--- src/rtl/w2n_pkg.sv ---
package w2n_pkg;

  typedef enum logic {
    PH_FIRST  = 1'b0,
    PH_SECOND = 1'b1
  } w2nPhase_t;

  // strobes from control to datapath
  typedef struct packed {
    logic issue;       // a slave transfer is presented this cycle
    logic upperSel;    // the presented transfer is the high half
    logic latchLo;     // capture low read half (accepted, high half pending)
    logic finishRead;  // read sequence completes this cycle
  } w2nStrobe_t;

endpackage

--- src/rtl/w2n_ctrl.sv ---
module w2n_ctrl
  import w2n_pkg::*;
(
  input  logic       clk,
  input  logic       rstN,
  input  logic       mRead,
  input  logic       mWrite,
  input  logic       loNeed,
  input  logic       hiNeed,
  input  logic       sWaitReq,
  output logic       sRead,
  output logic       sWrite,
  output logic       mWaitReq,
  output w2nStrobe_t strobe
);

  w2nPhase_t phase;
  w2nPhase_t phaseNext;
  logic request;
  logic readOp;
  logic finish;

  always_comb begin
    request   = mRead | mWrite;
    readOp    = mRead & ~mWrite;
    strobe    = '0;
    finish    = 1'b0;
    phaseNext = phase;
    if (request) begin
      case (phase)
        PH_FIRST: begin
          if (!loNeed && !hiNeed) begin
            finish = 1'b1;
          end else begin
            strobe.issue    = 1'b1;
            strobe.upperSel = ~loNeed;
            if (!sWaitReq) begin
              if (loNeed && hiNeed) begin
                strobe.latchLo = 1'b1;
                phaseNext      = PH_SECOND;
              end else begin
                finish = 1'b1;
              end
            end
          end
        end
        PH_SECOND: begin
          strobe.issue    = 1'b1;
          strobe.upperSel = 1'b1;
          if (!sWaitReq) begin
            finish    = 1'b1;
            phaseNext = PH_FIRST;
          end
        end
        default: phaseNext = PH_FIRST;
      endcase
    end
    strobe.finishRead = finish & readOp;
    mWaitReq = request & ~finish;
    sWrite   = strobe.issue & mWrite;
    sRead    = strobe.issue & readOp;
  end

  always_ff @(posedge clk or negedge rstN) begin
    if (!rstN) phase <= PH_FIRST;
    else       phase <= phaseNext;
  end

endmodule

--- src/rtl/w2n_datapath.sv ---
module w2n_datapath
  import w2n_pkg::*;
#(
  parameter int ADDR_W   = 16,
  parameter int WIDE_W   = 32,
  parameter int NARROW_W = 16
) (
  input  logic                  clk,
  input  logic                  rstN,
  input  w2nStrobe_t            strobe,
  input  logic [ADDR_W-1:0]     mAddr,
  input  logic [WIDE_W/8-1:0]   mByteEn,
  input  logic [WIDE_W-1:0]     mWriteData,
  input  logic [NARROW_W-1:0]   sReadData,
  output logic [ADDR_W-2:0]     sAddr,
  output logic [NARROW_W/8-1:0] sByteEn,
  output logic [NARROW_W-1:0]   sWriteData,
  output logic [WIDE_W-1:0]     mReadData,
  output logic                  mReadDataValid
);

  localparam int NB      = NARROW_W / 8;
  localparam int WORD_LSB = $clog2(WIDE_W / 8);

  logic [NARROW_W-1:0] wrHalf [2];
  logic [NB-1:0]       beHalf [2];
  logic [NARROW_W-1:0] loHeld;
  logic [WIDE_W-1:0]   readWord;
  logic                unusedAddrBits;

  for (genvar h = 0; h < 2; h++) begin : g_half
    assign wrHalf[h] = mWriteData[h*NARROW_W +: NARROW_W];
    assign beHalf[h] = mByteEn[h*NB +: NB];
  end

  assign unusedAddrBits = ^mAddr[WORD_LSB-1:0];
  assign sAddr      = {mAddr[ADDR_W-1:WORD_LSB], strobe.upperSel};
  assign sByteEn    = strobe.upperSel ? beHalf[1] : beHalf[0];
  assign sWriteData = strobe.upperSel ? wrHalf[1] : wrHalf[0];

  always_comb begin
    if (!strobe.issue)
      readWord = '0;
    else if (strobe.upperSel)
      readWord = {sReadData, (|beHalf[0]) ? loHeld : {NARROW_W{1'b0}}};
    else
      readWord = {{NARROW_W{1'b0}}, sReadData};
  end

  always_ff @(posedge clk or negedge rstN) begin
    if (!rstN) begin
      loHeld         <= '0;
      mReadData      <= '0;
      mReadDataValid <= 1'b0;
    end else begin
      if (strobe.latchLo) loHeld <= sReadData;
      if (strobe.finishRead) mReadData <= readWord;
      mReadDataValid <= strobe.finishRead;
    end
  end

endmodule

--- src/rtl/w2n_bridge.sv ---
module w2n_bridge
  import w2n_pkg::*;
#(
  parameter int ADDR_W   = 16,
  parameter int WIDE_W   = 32,
  parameter int NARROW_W = 16
) (
  input  logic                  clk,
  input  logic                  rstN,
  input  logic [ADDR_W-1:0]     mAddr,
  input  logic                  mRead,
  input  logic                  mWrite,
  input  logic [WIDE_W/8-1:0]   mByteEn,
  input  logic [WIDE_W-1:0]     mWriteData,
  output logic                  mWaitReq,
  output logic [WIDE_W-1:0]     mReadData,
  output logic                  mReadDataValid,
  output logic [ADDR_W-2:0]     sAddr,
  output logic                  sRead,
  output logic                  sWrite,
  output logic [NARROW_W/8-1:0] sByteEn,
  output logic [NARROW_W-1:0]   sWriteData,
  input  logic [NARROW_W-1:0]   sReadData,
  input  logic                  sWaitReq
);

  localparam int NB = NARROW_W / 8;

  w2nStrobe_t strobe;
  logic loNeed;
  logic hiNeed;

  assign loNeed = |mByteEn[NB-1:0];
  assign hiNeed = |mByteEn[2*NB-1:NB];

  w2n_ctrl u_ctrl (
    .clk      (clk),
    .rstN     (rstN),
    .mRead    (mRead),
    .mWrite   (mWrite),
    .loNeed   (loNeed),
    .hiNeed   (hiNeed),
    .sWaitReq (sWaitReq),
    .sRead    (sRead),
    .sWrite   (sWrite),
    .mWaitReq (mWaitReq),
    .strobe   (strobe)
  );

  w2n_datapath #(
    .ADDR_W   (ADDR_W),
    .WIDE_W   (WIDE_W),
    .NARROW_W (NARROW_W)
  ) u_dp (
    .clk            (clk),
    .rstN           (rstN),
    .strobe         (strobe),
    .mAddr          (mAddr),
    .mByteEn        (mByteEn),
    .mWriteData     (mWriteData),
    .sReadData      (sReadData),
    .sAddr          (sAddr),
    .sByteEn        (sByteEn),
    .sWriteData     (sWriteData),
    .mReadData      (mReadData),
    .mReadDataValid (mReadDataValid)
  );

endmodule

--- config.mk ---
export PLATFORM = sky130hd
export DESIGN_NAME = w2n_bridge
export DESIGN_NICKNAME = d
export VERILOG_FILES = /design/src/rtl/w2n_pkg.sv /design/src/rtl/w2n_ctrl.sv /design/src/rtl/w2n_datapath.sv /design/src/rtl/w2n_bridge.sv
export SDC_FILE = /design/constraint.sdc
export NUM_CORES = 1
export LEC_CHECK = 0
export ABC_CLOCK_PERIOD_IN_PS = 3400
export BUFFER_PORTS_ARGS = -buffer_cell sky130_fd_sc_hd__buf_2
export CORE_MARGIN = 4
export CORE_UTILIZATION = 48
export CTS_CLUSTER_SIZE = 12
export DETAILED_ROUTE_END_ITERATION = 8
export HOLD_SLACK_MARGIN = 0.08
export PLACE_DENSITY = 0.86
export SYNTH_ARGS = -nofsm -noshare
export SYNTH_HDL_FRONTEND = slang
export SYNTH_SLANG_ARGS = --single-unit
--- constraint.sdc ---
create_clock -name clk -period 3.4 [get_ports clk]
set_input_delay 0 -clock clk [delete_from_list [all_inputs] [get_ports clk]]
set_output_delay 0 -clock clk [all_outputs]
set_load 0.005 [all_outputs]
* Yosys cells after proc, flatten, opt, wreduce, memory -nomap -nowiden
Cells that the tools add are included.
** Storage, ports and cells
- Flip-flop bits (word level) :: 50
- Bits of input ports :: 73
- Output and inout port bits :: 69
- Word-level logic and storage cells :: 40
** Operators by class
- Multiplexer cells :: 20
- Bitwise gates (word level) :: 10
- Reductions and logical operators :: 6
** Operators with widths (count)
- 32-bit two-way mux :: 2
- 16-bit two-way mux :: 2
- 1-bit two-way mux :: 10
- 3-bit two-way mux :: 2
- 1-bit bitwise AND :: 5
- 1-bit inverter :: 4
- 1-bit one-hot mux with 2 select lines :: 2
- 2-bit one-hot mux with 2 select lines :: 1
- 2-bit OR reduction :: 2
- 1-bit logical AND :: 2
- 1-bit logical NOT :: 2
- 2-bit two-way mux :: 1
- 1-bit OR :: 1

* Logic depth before layout (Yosys ltp)
- Depth in word-level cells :: 9
- Mapped depth :: 6
- Gate-level depth less buffers :: 4

* Cells and area by module
A second synthesis with hierarchy kept.
** Second synthesis, totals
- Cell total of the unflattened synthesis :: 181
- Area, all modules :: 2382.3 um^2
** Modules (own cells, without submodules)
- w2n_datapath :: times used 1, cells each 162, area an instance 2242.2 um^2, sequential area each 1226.2 um^2
- w2n_ctrl :: times used 1, cells each 17, area an instance 127.6 um^2, sequential area each 25.0 um^2
- w2n_bridge :: times used 1, cells each 2, area an instance 12.5 um^2, sequential area each 0.0 um^2

* Worst setup path after synthesis
OpenSTA, ideal clock, no wires.
- Path kind :: reg-to-reg
- From :: register u_ctrl.phase
- To :: register u_dp.mReadData[10]
- Setup time :: 0.125 ns
- Arrival :: 1.563 ns
- Required time :: 3.275 ns
- Path slack :: 1.711 ns
- Stages on the path, launching flop included :: 6
- Buffers on the path :: 1
- Period minus slack after synthesis :: 1.689 ns
- Cell sequence :: dfrtp_1 -> or3_1 -> a21oi_2 -> o21bai_2 -> buf_6 -> mux2_4
** On the way
- Word-level cells in the longest chain between the ends :: 5
- Elaborated cells between the ends (all ways) :: 8
- Those cells by class :: mux: 6; bitwise: 2
** RTL lines
- from (decl) :: line w2n_ctrl.sv:17 : w2nPhase_t phase;
- from (signal assigned) :: line w2n_ctrl.sv:66 : else phase <= phaseNext;
- 1-bit inverter :: line w2n_ctrl.sv:30 : case (phase)
- 2-bit one-hot mux with 2 select lines :: line w2n_ctrl.sv:30
- 3-bit two-way mux :: line w2n_ctrl.sv:29 : if (request) begin
- 32-bit two-way mux :: line w2n_datapath.sv:44 : else if (strobe.upperSel)
- 32-bit two-way mux :: line w2n_datapath.sv:42 : if (!strobe.issue)
- to (signal assigned) :: line w2n_datapath.sv:57 : if (strobe.finishRead) mReadData <= readWord;
- to (decl) :: line w2n_datapath.sv:18 : output logic [WIDE_W-1:0] mReadData,
Several ways; a longest one is shown, not always the timed one.
A chain may end at the register's enable or synchronous reset.

* Worst setup path after layout
- From :: register u_ctrl.phase
- To :: register u_dp.mReadData[20]
The elaborated chain is that of the path after synthesis.

==> run_results.csv <==
group,metric,value,unit
finish,areaGrowthSynthToFinish,35.3,%
yosys,yosys.area.top_type,"dfrtp_1",
yosys,ys_async_sr_fraction,100,%
critical_path,path_delay_family,"compound AO/OA/AOI/OAI gates",
route,vias_per_cell,5.13,
critical_path,critPathBufInv,1,
clock_network,clkSinkCount,50,
yosys,synth_compound_area_share,9.23,%
place,pre_cts_slack,1.40,ns
sta,rsz0062_at_grt,"false",
critical_path,r2r_slack,1.40,ns
power_and_ir_drop,cellPowerDensity,508,mW/mm^2
yosys,synthesis.instances,197,
critical_path,r2r-start,"u_ctrl.phase",
route,wl_per_cell,16.7,um
place,dpl.hpwl,4.34,mm
yosys,avgSynthCellArea,13.0,um^2
yosys,synth-seq-cells,50,
yosys,netlist_area,0.00256,mm^2
place,place_congestion,0.716,
yosys,synth.most_common_cell,"dfrtp_1",
critical_path,arrival,2.19,ns
finish,nets,399,
route,route.detailed.drc,0,
status,run_status,"finished clean",
floorplanning,core_area,0.00514,mm^2
route,totalWireLength,6.61,mm
yosys,yosys.area_share.simple,5.96,%
hold_path,timing.hold.worst_endpoint,"u_ctrl.phase",
hold_path,hold_depth,4,
grt,grt_pass1_vias,2047,
critical_path,r2r-end,"u_dp.mReadData[20]",
yosys,yosysSeqAreaShare,48.9,%
clock_network,cts.clk_slew.worst_paths,0.08,ns
finish,drive_above_1_share,42.6,%
floorplanning,fp.dieW,81.0,um
route,via_count,2033,
critical_path,slowest_stage,"dfrtp_1",
flow_run,maxCapViolCount,0,
finish,finalNonFillerCells,396,
grt,grt_pass1_wl,10.2,mm
sta,fin_skew,0.00785,ns
floorplanning,ios,142,
finish,final_core_util,67.4,%
finish,diodes,0,
sta,max_slew.worst_pin.slew,1.21,ns
sta,max_freq,0.499,GHz
critical_path,end_kind,"flop",
floorplanning,start_util,49.8,%
sta,slew_headroom,19.0,%
yosys,yosysTopAreaCellShare,48.9,%
yosys,synthTopCellsByArea,"dfrtp_1 49%, mux2_1 17%, mux2_4 5.9%, mux2i_1 5.9%, a22o_1 5.5%",
floorplanning,row_count,26,
yosys,synth_top_family_by_area,"multiplexers",
grt,grt_max_degree,51,
critical_path,path_class,"reg2reg",
grt,antenna_found_initial,0,
clock_network,post_cts.repair.setup_buffers,0,
yosys,synth-edff-count,0,
clock_network,cts_tree,"built",
clock_network,worst_skew_pair.late_latency,0.30,ns
place,placed_cells,357,
power_and_ir_drop,peakVddDrop,0.000344,V
clock_network,clock_path_buffers,2,
yosys,synthMuxAreaShare,28.9,%
hold_path,worstHoldPathType,"in2reg",
place,port_buffers,111,
route,drt_iter0_drc,42,
critical_path,path_cells,"or3_1 -> a21oi_2 -> o21bai_4 -> buf_4 -> a22o_1",
critical_path,crit_required,3.59,ns
yosys,synth_xor_area_share,0.342,%
sta,post-route-period-util,59.0,%
finish,num-fill-cells,388,
yosys,synth-main-ff-cell,"dfrtp_1",
sta,finalCriticalPeriod,2.00,ns
grt,grt_usage,20.5,%
critical_path,critPathLaunchType,"flop",
clock_network,cts-root-buf,"clkbuf_8",
sta,setup_viol,0,
power_and_ir_drop,leakagePower,0.00176,uW
route,postRouteAntennaNets,0,
clock_network,htreeDepth,2,
yosys,yosys-top-cells-count,"50 x dfrtp_1, 39 x mux2_1, 19 x nor2_1, 16 x a22o_1",
sta,finalSetupTns,0,ns
hold_path,worstHoldStart,"mRead",
grt,gr-total-overflow,0,
route,dr.pass1.iters,4,
floorplanning,die_y,81.0,um
floorplanning,die-area,0.00657,mm^2
clock_network,cts_buffers,5,
yosys,synth_adder_area_share,0,%
yosys,synth_fp_nets,270,
critical_path,max_stage_delay,0.43,ns
sta,fin_ws,1.40,ns
critical_path,reg2regPathDepth,5,
yosys,synth_warnings,0,
critical_path,cp_max_fo,30,
yosys,ys_types,28,
sta,maxSlewViolCount,0,
sta,final-hold-violation-count,0,
cells by family (layout without fill, tap and decap cells):
logic type / Yosys count / in the layout
xor+xnor: 1 / 1
buf+inv: 25 / 154
compound gates: 28 / 28
mux: 64 / 64
simple gates: 29 / 29
flops: 50 / 50
per-stage QoR:
stage          instance area, um^2  power [uW]  hold slack, ns
2_1_floorplan                 2560        1180          -0.296
3_3_place_gp                  3070        1390       0.0000346
3_5_place_dp                  3070        1420       0.0000346
4_1_cts                       3460        1780           0.157
5_1_grt                       3460        1880           0.203
6_report                      3460        1760           0.176
flip-flops by register name, indices dropped and copies added (netlist names):
| signal | flops |
|---|---|
| u_dp.loHeld | 16 |
| u_dp.mReadData | 32 |
| u_dp.mReadDataValid | 1 |
| u_ctrl.phase | 1 |
cell type report:
type	count	area [um^2]	area share, %
Multi-Input combinational cell	122	1140	33.0
Timing Repair Buffer	146	898	25.9
Tap cell	70	87.6	2.53
Sequential cell	50	1250	36.1
Inverter	1	3.75	0.108
Clock buffer	5	68.8	1.99
Clock inverter	2	10.0	0.289
metal layers:
layer  track usage (%)  part of all wire [%]  wire length (um)
met1              24.1                    39              2560
met5                 0                     0                 0
met3              5.10                   9.3               617
met4              5.57                   1.1                76
met2              37.1                    51              3360
worst max-delay path by stage:
| stage | from | endpoint | depth (start not counted) |
|---|---|---|---|
| 2_1_floorplan | u_ctrl.phase | u_dp.mReadData[10] | 5 |
| 3_3_place_gp | u_ctrl.phase | u_dp.mReadData[12] | 3 |
| 3_5_place_dp | u_ctrl.phase | u_dp.mReadData[12] | 3 |
| 4_1_cts | u_ctrl.phase | u_dp.mReadData[12] | 3 |
| 5_1_grt | u_ctrl.phase | u_dp.mReadData[20] | 5 |
| 6_report | u_ctrl.phase | u_dp.mReadData[20] | 5 |
timing repair:
action | in CTS | in global routing
resized for setup | 0 | 0
hold buffers | 32 | 0
hold endpoints to repair | 98 | 0
cells in the final DEF (no fill, tap or decap):
| master | n |
|---|---|
| buf_2 | 111 |
| dfrtp_1 | 50 |
| mux2_1 | 39 |
| dlygate4sd3_1 | 32 |
| nor2_1 | 19 |
| a22o_1 | 16 |
| mux2i_1 | 15 |
| mux2_4 | 10 |
| clkbuf_8 | 5 |
| buf_4 | 3 |
| a21oi_2 | 2 |
| nand2b_1 | 2 |
| nor3_1 | 2 |
| a21oi_1 | 2 |
| o21ai_0 | 2 |
| o2bb2ai_1 | 2 |
| clkinv_2 | 2 |
| or2_1 | 1 |
| nor2_4 | 1 |
| o21ba_1 | 1 |
| or3_1 | 1 |
| o21bai_4 | 1 |
| inv_2 | 1 |
| a21boi_0 | 1 |
| o22ai_2 | 1 |
| nor4_4 | 1 |
| nor3_2 | 1 |
| nand2_1 | 1 |
| xnor2_1 | 1 |
power breakdown:
part           switching, uW  total [uW]  internal, uW
clock                    184         322           138
combinational            242         580           338
sequential              93.8         856           762
tightest hold or removal path, stage by stage:
cell      delay (ns)
buf_2           0.11
nor2_1          0.11
o21ai_0         0.16
nand2b_1        0.06
(Power assumes the default switching activity.)
